$ cat src/rtl/rxerr_pkg.sv
package rxerr_pkg;

  // register byte offsets
  localparam int OFS_CTRL   = 'h00;
  localparam int OFS_STATE  = 'h04;
  localparam int OFS_STROBE = 'h08;
  localparam int OFS_IEN    = 'h0C;
  localparam int OFS_CAUSE  = 'h10;

  // state register bits
  localparam int ST_REN_BIT = 0;
  localparam int ST_PE_BIT  = 16;
  localparam int ST_FE_BIT  = 17;
  localparam int ST_ROE_BIT = 19;

  // control register check enables
  localparam int CT_FE_BIT  = 17;
  localparam int CT_ROE_BIT = 19;
  localparam int CT_PE_BIT  = 20;

  // strobe register bits
  localparam int SB_CLR_REN = 0;
  localparam int SB_SET_REN = 1;
  localparam int SB_CLR_PE  = 2;
  localparam int SB_CLR_FE  = 3;
  localparam int SB_CLR_ROE = 5;

  // interrupt sources
  localparam int IRQ_TX    = 0;
  localparam int IRQ_RX    = 1;
  localparam int IRQ_ERR   = 2;
  localparam int IRQ_TXBUF = 3;
  localparam int NUM_CAUSE = 3;
  localparam int NUM_IEN   = 4;

  // error flag vector order
  localparam int ERR_PE  = 0;
  localparam int ERR_FE  = 1;
  localparam int ERR_ROE = 2;
  localparam int NUM_ERR = 3;

  typedef enum logic [2:0] {
    SEL_CTRL,
    SEL_STATE,
    SEL_STROBE,
    SEL_IEN,
    SEL_CAUSE,
    SEL_NONE
  } regSel_e;

  typedef struct packed {
    logic                 ctrlWr;
    logic [NUM_ERR-1:0]   ctrlVal;   // check enables, ERR_* order
    logic                 ienWr;
    logic [NUM_IEN-1:0]   ienVal;
    logic [NUM_CAUSE-1:0] causeClr;
    logic                 setRen;
    logic                 clrRen;
    logic [NUM_ERR-1:0]   errClr;    // ERR_* order
  } strobe_t;

endpackage

$ cat src/rtl/rxerr_ctrl.sv
module rxerr_ctrl
  import rxerr_pkg::*;
#(
  parameter int ADDR_W = 8,
  parameter int DATA_W = 32
) (
  input  logic              regWr,
  input  logic [ADDR_W-1:0] regAddr,
  input  logic [DATA_W-1:0] regWdata,
  output strobe_t           strobe,
  output regSel_e           rdSel
);

  logic hitCtrl, hitState, hitStrobe, hitIen, hitCause;
  logic unusedWdata;

  assign hitCtrl   = (regAddr == ADDR_W'(OFS_CTRL));
  assign hitState  = (regAddr == ADDR_W'(OFS_STATE));
  assign hitStrobe = (regAddr == ADDR_W'(OFS_STROBE));
  assign hitIen    = (regAddr == ADDR_W'(OFS_IEN));
  assign hitCause  = (regAddr == ADDR_W'(OFS_CAUSE));

  // only a subset of write data bits carries meaning
  assign unusedWdata = ^regWdata;

  always_comb begin
    if (hitCtrl)        rdSel = SEL_CTRL;
    else if (hitState)  rdSel = SEL_STATE;
    else if (hitStrobe) rdSel = SEL_STROBE;
    else if (hitIen)    rdSel = SEL_IEN;
    else if (hitCause)  rdSel = SEL_CAUSE;
    else                rdSel = SEL_NONE;
  end

  always_comb begin
    strobe = '0;
    strobe.ctrlWr          = regWr & hitCtrl;
    strobe.ctrlVal[ERR_PE]  = regWdata[CT_PE_BIT];
    strobe.ctrlVal[ERR_FE]  = regWdata[CT_FE_BIT];
    strobe.ctrlVal[ERR_ROE] = regWdata[CT_ROE_BIT];
    strobe.ienWr           = regWr & hitIen;
    strobe.ienVal          = regWdata[NUM_IEN-1:0];
    strobe.causeClr        = (regWr & hitCause) ? regWdata[NUM_CAUSE-1:0] : '0;
    if (regWr && hitStrobe) begin
      strobe.setRen          = regWdata[SB_SET_REN];
      strobe.clrRen          = regWdata[SB_CLR_REN];
      strobe.errClr[ERR_PE]  = regWdata[SB_CLR_PE];
      strobe.errClr[ERR_FE]  = regWdata[SB_CLR_FE];
      strobe.errClr[ERR_ROE] = regWdata[SB_CLR_ROE];
    end
  end

endmodule

$ cat src/rtl/rxerr_dp.sv
module rxerr_dp
  import rxerr_pkg::*;
#(
  parameter int DATA_W = 32
) (
  input  logic                 clk,
  input  logic                 rstN,
  input  strobe_t              strobe,
  input  regSel_e              rdSel,
  input  logic                 rxDone,
  input  logic                 rxParityErr,
  input  logic                 rxFrameErr,
  input  logic                 rxOverrun,
  input  logic                 txDone,
  input  logic                 txSpace,
  output logic [DATA_W-1:0]    rdData,
  output logic                 rxEnable,
  output logic [NUM_ERR-1:0]   errFlags,
  output logic [NUM_ERR-1:0]   chkEn,
  output logic [NUM_IEN-1:0]   ienQ,
  output logic [NUM_CAUSE-1:0] causeQ,
  output logic                 irqTx,
  output logic                 irqRx,
  output logic                 irqErr,
  output logic                 irqTxBuf
);

  logic                 accept;
  logic [NUM_ERR-1:0]   errIn;
  logic [NUM_ERR-1:0]   errSet;
  logic [NUM_CAUSE-1:0] causeSet;

  assign accept          = rxDone & rxEnable;
  assign errIn[ERR_PE]   = rxParityErr;
  assign errIn[ERR_FE]   = rxFrameErr;
  assign errIn[ERR_ROE]  = rxOverrun;

  // per-flag sticky latch, set has priority over clear
  for (genvar g = 0; g < NUM_ERR; g++) begin : g_flag
    assign errSet[g] = accept & errIn[g] & chkEn[g];
    always_ff @(posedge clk or negedge rstN) begin
      if (!rstN) errFlags[g] <= 1'b0;
      else       errFlags[g] <= errSet[g] | (errFlags[g] & ~strobe.errClr[g]);
    end
  end

  assign causeSet[IRQ_TX]  = txDone;
  assign causeSet[IRQ_RX]  = accept;
  assign causeSet[IRQ_ERR] = |errSet;

  for (genvar g = 0; g < NUM_CAUSE; g++) begin : g_cause
    always_ff @(posedge clk or negedge rstN) begin
      if (!rstN) causeQ[g] <= 1'b0;
      else       causeQ[g] <= causeSet[g] | (causeQ[g] & ~strobe.causeClr[g]);
    end
  end

  always_ff @(posedge clk or negedge rstN) begin
    if (!rstN)              rxEnable <= 1'b0;
    else if (strobe.setRen) rxEnable <= 1'b1;
    else if (strobe.clrRen) rxEnable <= 1'b0;
  end

  always_ff @(posedge clk or negedge rstN) begin
    if (!rstN)              chkEn <= '0;
    else if (strobe.ctrlWr) chkEn <= strobe.ctrlVal;
  end

  always_ff @(posedge clk or negedge rstN) begin
    if (!rstN)             ienQ <= '0;
    else if (strobe.ienWr) ienQ <= strobe.ienVal;
  end

  assign irqTx    = causeQ[IRQ_TX] & ienQ[IRQ_TX];
  assign irqRx    = causeQ[IRQ_RX] & ienQ[IRQ_RX];
  assign irqErr   = (|errFlags) & ienQ[IRQ_ERR];
  assign irqTxBuf = txSpace & ienQ[IRQ_TXBUF];

  always_comb begin
    rdData = '0;
    unique case (rdSel)
      SEL_CTRL: begin
        rdData[CT_PE_BIT]  = chkEn[ERR_PE];
        rdData[CT_FE_BIT]  = chkEn[ERR_FE];
        rdData[CT_ROE_BIT] = chkEn[ERR_ROE];
      end
      SEL_STATE: begin
        rdData[ST_REN_BIT] = rxEnable;
        rdData[ST_PE_BIT]  = errFlags[ERR_PE];
        rdData[ST_FE_BIT]  = errFlags[ERR_FE];
        rdData[ST_ROE_BIT] = errFlags[ERR_ROE];
      end
      SEL_IEN:   rdData[NUM_IEN-1:0]   = ienQ;
      SEL_CAUSE: rdData[NUM_CAUSE-1:0] = causeQ;
      default:   rdData = '0;
    endcase
  end

endmodule

$ cat src/rtl/rxerr_status.sv
module rxerr_status
  import rxerr_pkg::*;
#(
  parameter int ADDR_W = 8,
  parameter int DATA_W = 32
) (
  input  logic              clk,
  input  logic              rstN,
  input  logic              regWr,
  input  logic [ADDR_W-1:0] regAddr,
  input  logic [DATA_W-1:0] regWdata,
  output logic [DATA_W-1:0] regRdata,
  input  logic              rxDone,
  input  logic              rxParityErr,
  input  logic              rxFrameErr,
  input  logic              rxOverrun,
  input  logic              txDone,
  input  logic              txSpace,
  output logic              rxEnable,
  output logic              irqTx,
  output logic              irqRx,
  output logic              irqErr,
  output logic              irqTxBuf
);

  strobe_t              strobe;
  regSel_e              rdSel;
  logic [NUM_ERR-1:0]   errFlags;
  logic [NUM_ERR-1:0]   chkEn;
  logic [NUM_IEN-1:0]   ienQ;
  logic [NUM_CAUSE-1:0] causeQ;

  rxerr_ctrl #(.ADDR_W(ADDR_W), .DATA_W(DATA_W)) u_ctrl (
    .regWr    (regWr),
    .regAddr  (regAddr),
    .regWdata (regWdata),
    .strobe   (strobe),
    .rdSel    (rdSel)
  );

  rxerr_dp #(.DATA_W(DATA_W)) u_dp (
    .clk         (clk),
    .rstN        (rstN),
    .strobe      (strobe),
    .rdSel       (rdSel),
    .rxDone      (rxDone),
    .rxParityErr (rxParityErr),
    .rxFrameErr  (rxFrameErr),
    .rxOverrun   (rxOverrun),
    .txDone      (txDone),
    .txSpace     (txSpace),
    .rdData      (regRdata),
    .rxEnable    (rxEnable),
    .errFlags    (errFlags),
    .chkEn       (chkEn),
    .ienQ        (ienQ),
    .causeQ      (causeQ),
    .irqTx       (irqTx),
    .irqRx       (irqRx),
    .irqErr      (irqErr),
    .irqTxBuf    (irqTxBuf)
  );

endmodule

$ cat config.mk
export PLATFORM = sky130hd
export DESIGN_NAME = rxerr_status
export DESIGN_NICKNAME = d
export VERILOG_FILES = /design/src/rtl/rxerr_pkg.sv /design/src/rtl/rxerr_ctrl.sv /design/src/rtl/rxerr_dp.sv /design/src/rtl/rxerr_status.sv
export SDC_FILE = /design/constraint.sdc
export NUM_CORES = 1
export LEC_CHECK = 0
export ABC_CLOCK_PERIOD_IN_PS = 5000
export BUFFER_PORTS_ARGS = -buffer_cell sky130_fd_sc_hd__buf_2
export CELL_PAD_IN_SITES_DETAIL_PLACEMENT = 0
export CELL_PAD_IN_SITES_GLOBAL_PLACEMENT = 1
export CORE_ASPECT_RATIO = 1.25
export CORE_MARGIN = 4
export CORE_UTILIZATION = 30
export DETAILED_ROUTE_END_ITERATION = 16
export PLACE_DENSITY_LB_ADDON = 0.1
export SETUP_SLACK_MARGIN = 0.2
export SLEW_MARGIN = 20
export SYNTH_ARGS = -nofsm -noshare
export SYNTH_HDL_FRONTEND = slang
export SYNTH_HIERARCHICAL = 1
export SYNTH_SLANG_ARGS = --single-unit
export TNS_END_PERCENT = 30
$ cat constraint.sdc
create_clock -name clk -period 5 [get_ports clk]
set_input_delay 0.5 -clock clk [delete_from_list [all_inputs] [get_ports clk]]
set_output_delay 0.5 -clock clk [all_outputs]
set_load 0.03 [all_outputs]
* Word level (Yosys, flattened, before mapping)
Index checks and enable logic that the tools add are counted.
Word-level totals: flip-flop bits (word level) 14, word-level logic and storage cells 70
Cells by class: equality and inequality tests 7, muxes and demuxes 16, bitwise logic cells 32, reduce and logical (&&, ||, !) cells 6
Operator list (number):
- $and 1x1->1 | 20
- $eq 8x4->1 const B | 2
- $mux 3 | 5
- $eq 8x3->1 const B | 1
- $eq 8x5->1 const B | 1
- $logic_not 8->1 | 1
- $mux 1 | 6
- $not 1->1 | 6
- $or 1x1->1 | 6
- $reduce_or 3->1 | 2
- $mux 5 | 1
- $pmux 1 s2 | 2
- $pmux 2 s2 | 1
- $eq 3x1->1 const B | 1
- $eq 3x2->1 const B | 1
- $eq 3x3->1 const B | 1
- $logic_not 3->1 | 1
- $pmux 1 s3 | 1
- $reduce_bool 2->1 | 1
- $logic_and 1x1->1 | 1

* Depth between registers and ports, before layout
depth in word-level cells 8, gate-level depth with buffers 6, mapped depth without buffers 4

* Modules after synthesis
Netlist, hierarchy kept.
Modules (own cells, without submodules):
- rxerr_dp | instances 1, cells each 86, area an instance 874.6 µm², sequential area each 350.3 µm²
- rxerr_ctrl | instances 1, cells each 37, area an instance 289.0 µm², sequential area each 0.0 µm²

* Least setup slack after synthesis
No wires, ideal clock.
path kind input -> output, start point input regAddr[5], end point output regRdata[20], data arrival time 2575 ps, required time 4500 ps, setup slack 1925 ps, stages 4, cells stage by stage or4_1 -> a211o_2 -> buf_4 -> nor4b_1
On the way: longest elaborated chain between the ends 8, elaborated cells between the ends (all ways) 12, those cells by class 4 x eq/ne; 6 x mux; 2 x reduce/logical
RTL lines:
- start: declaration | RTL line rxerr_status.sv:10 | input logic [ADDR_W-1:0] regAddr,
- $eq 8x5->1 | RTL line rxerr_ctrl.sv:21 | assign hitCause = (regAddr == ADDR_W'(OFS_CAUSE));
- $mux 1 | RTL line rxerr_ctrl.sv:31 | else if (hitCause) rdSel = SEL_CAUSE;
- $mux 3 | RTL line rxerr_ctrl.sv:30 | else if (hitIen) rdSel = SEL_IEN;
- $mux 3 | RTL line rxerr_ctrl.sv:29 | else if (hitStrobe) rdSel = SEL_STROBE;
- $mux 3 | RTL line rxerr_ctrl.sv:28 | else if (hitState) rdSel = SEL_STATE;
- $mux 3 * | RTL line rxerr_ctrl.sv:27 | if (hitCtrl) rdSel = SEL_CTRL;
- net rdSel[0] | RTL line rxerr_status.sv:27 | regSel_e rdSel;
- $logic_not 3->1 * | RTL line rxerr_dp.sv:81 | unique case (rdSel)
- $mux 1 * | RTL line rxerr_dp.sv:81
- end: declaration | RTL line rxerr_status.sv:12 | output logic [DATA_W-1:0] regRdata,
The timed path passes the listed nets; every way through them passes the cells marked *.

* Worst setup path in the final report
start point input regAddr[4], end point output regRdata[0]
On the way: elaborated cells between the ends (all ways) 14, those cells by class 7 x eq/ne; 6 x mux; 1 x reduce/logical
RTL lines:
- $eq 8x4->1 | RTL line rxerr_ctrl.sv:20 | assign hitIen = (regAddr == ADDR_W'(OFS_IEN));
- $mux 3 | RTL line rxerr_ctrl.sv:30
- $mux 3 | RTL line rxerr_ctrl.sv:29
- $mux 3 | RTL line rxerr_ctrl.sv:28
- $mux 3 * | RTL line rxerr_ctrl.sv:27
- net rdSel[1] | RTL line rxerr_status.sv:27
- $eq 3x3->1, or another cell as far along | RTL line rxerr_dp.sv:81
- $pmux 1 s3 * | RTL line rxerr_dp.sv:81
Marked as above.

==> results.cfg <==
[run_status]
outcome = complete, no violations

[routing]
dr.pass1.iters = 4
drt_iter0_drc = 19
routedWlPerCell_um = 14.73
vias = 886
postRouteAntennaNets = 0
drc = 0
via_per_inst = 4.639
finalWirelength_um = 2813

[job]
maxCapViolCount = 0

[grt]
grt_max_degree = 15
grt-ovfl-total = 0
grt_pass1_wl_um = 4478
grt_pass1_vias = 928
grt_antenna_before_repair = 0
grt_usage_pct = 11.49

[synth]
ys_ff_latch = 14
yosysTopAreaCell = dfrtp_1
syn_area_sq_mm = 0.001164
seq_area_frac_synth_pct = 30.11
syn-instance-count = 123
synth_cell_type_count = 33
synth.area.top_cells = dfrtp_1, buf_4, mux2_2, nor4_2, inv_1
yosysTopAreaCellShare_pct = 30.11
yosys_warnings = 6
syn_area_per_cell_sq_um = 9.460

[clocking]
insertion_delay_ps = 240
numCtsBuffers = 3
cts.clk_slew.worst_paths_ps = 60
cts_tree = built
root_buffer = clkbuf_8
htree_levels = 1
cts_resized = 0
clockBufferDepth = 2
postCtsSetupBuffers = 0
holdBufCountCts = 0
cts.sinks = 14

[worst_setup_path]
rr_worst_depth = 2
critPathTopFamily = simple AND/OR/NAND/NOR gates
start_kind = input port
crit_cells = 6
cp_slowest_cell = nor3_1
cp-end-kind = output port
worst_path_most_repeated_cell = buf_2
path_cells = buf_2 -> or4_4 -> nor3_1 -> and4bb_2 -> a211o_1 -> buf_2
crit_buf_inv = 2
cp_slowest_stage_delay_ps = 700
worstPathMaxFanout = 9
worstPathRequired_ps = 4500
cp_data_arrival_time_ps = 2660
worstSetupPathType = input port to output port

[power]
p_per_area_mw_per_mm2 = 233.2
irDropWorstVdd_mv = 0.1085
cellLeakagePower_nw = 0.6950

[sta]
layout_setup_ws_ps = 1842
hold_viol = 0
fin_worst_skew_ps = 0.4476
min_period_over_period_pct = 63.16
rsz0062_at_grt = no
finalSetupViolCount = 0
fin_setup_tns_ps = 0
max_slew.worst_pin.slew_ps = 811.7
fin_crit_ps = 3158
slew_headroom_pct = 45.47
drv_slew = 0
max_clock_freq_ghz = 0.3167

[floorplan]
ios = 86
initial_core_util_pct = 31.00
die_x_um = 63.71
num_rows = 25
die_h_um = 77.63
core_area_sq_mm = 0.003754
dieArea_sq_mm = 0.004945

[placement]
place_hpwl_um = 2264
gp_congestion = 0.7714
post-place-ws_ps = 1818
dpl.cell_count = 187
placement.io_buffers = 37

[final_layout]
drive_above_1_share_pct = 40.40
syn2layout_area_growth_pct = 9.462
num_antenna_cells = 0
final_nets = 201
n_fill_cell = 410
stdcell_count = 191

[min_path]
min_path_type = input port to asynchronous set/reset pin
==> state kept, by name, summed over array words and instances (netlist names) <==
name / cells
u_dp/ienQ: 4
u_dp/rxEnable: 1
u_dp/causeQ: 3
u_dp/errFlags: 3
u_dp/chkEn: 3
==> layer usage <==
metal	GRT usage (%)	share of wire, %
met5	0	0
met4	4.536	0.53
met2	19.96	50
met1	13.77	44
met3	2.171	6.0
==> cell usage after synthesis <==
library cell  count
dfrtp_1          14
nor2_1            1
or4_4             1
o22ai_1           4
clkbuf_1          2
a222oi_1          1
a211o_1           1
a32o_2            2
or4b_1            1
a21o_1            2
or2_1             1
a211o_2           1
buf_4            33
buf_6             1
nor4_2            5
nor4_4            1
and2_1            4
and4bb_1          1
mux2i_1           2
mux2_2            7
and4bb_2          1
o31a_1            1
nor3_1            7
conb_1            1
or4_1             1
nor4b_1           1
and3b_1           1
nor3_2            1
nand4b_1          3
o21ai_0           1
nand2_1           6
inv_1            13
or2_2             1
==> cell type report <==
class / instances / area (sq um) / area share, %
Multi-Input combinational cell: 83 / 584.3 / 45.87
Sequential cell: 14 / 350.3 / 27.50
Timing Repair Buffer: 37 / 185.2 / 14.54
Clock buffer: 4 / 55.05 / 4.322
Tap cell: 40 / 50.05 / 3.929
Inverter: 13 / 48.80 / 3.831
==> path summary, 6_finish.rpt <==
check                                           from                   endpoint  slack, ps
max                                       regAddr[4]                regRdata[0]       1840
min                                             rstN   u_dp/ienQ[3]$_DFFE_PN0P_        150
max reg2reg                u_dp/chkEn[1]$_DFFE_PN0P_   u_dp/causeQ[2]$_DFF_PN0_       3910
min reg2reg                 u_dp/ienQ[3]$_DFFE_PN0P_   u_dp/ienQ[3]$_DFFE_PN0P_        520
max in group asynchronous                       rstN  u_dp/chkEn[2]$_DFFE_PN0P_       4610
min in group clk                              txDone   u_dp/causeQ[0]$_DFF_PN0_        440
==> cell families after synthesis <==
| group | share of synthesized area, % |
|---|---|
| mux | 8.495 |
| other cells | 0.3223 |
| flops | 30.11 |
| compound gates | 9.031 |
| simple gates | 24.95 |
| buf+inv | 27.10 |
==> report_power, final <==
group | internal (mW) | total [mW] | switching, mW | leakage (nW)
Sequential | 0.118 | 0.123 | 0.00423 | 0.164
Combinational | 0.0163 | 0.0630 | 0.0467 | 0.502
Clock | 0.0697 | 0.111 | 0.0416 | 0.0288
==> per-stage QoR <==
step | hold WS [ps] | utilization, % | instance area [sq um] | total power, mW
2_1_floorplan | 204.4 | - | 1250 | 0.1859
3_3_place_gp | 422.3 | 32.47 | 1219 | 0.1870
3_5_place_dp | 426.4 | 32.47 | 1219 | 0.1877
4_1_cts | 158.5 | 33.93 | 1274 | 0.3022
5_1_grt | 167.4 | 33.93 | 1274 | 0.3108
6_report | 146.8 | 33.93 | 1274 | 0.2970
==> cell usage in the layout, fill, tap and decap left out, types with 2 or more instances in the layout <==
cell type / count
buf_2: 37
conb_1: 24
dfrtp_1: 14
inv_1: 13
nor3_1: 7
mux2_2: 7
nand2_1: 6
nor4_2: 5
clkbuf_8: 4
o22ai_1: 4
and2_1: 4
nand4b_1: 3
a32o_2: 2
mux2i_1: 2
a21o_1: 2
Power figures use the tool's default switching activity.
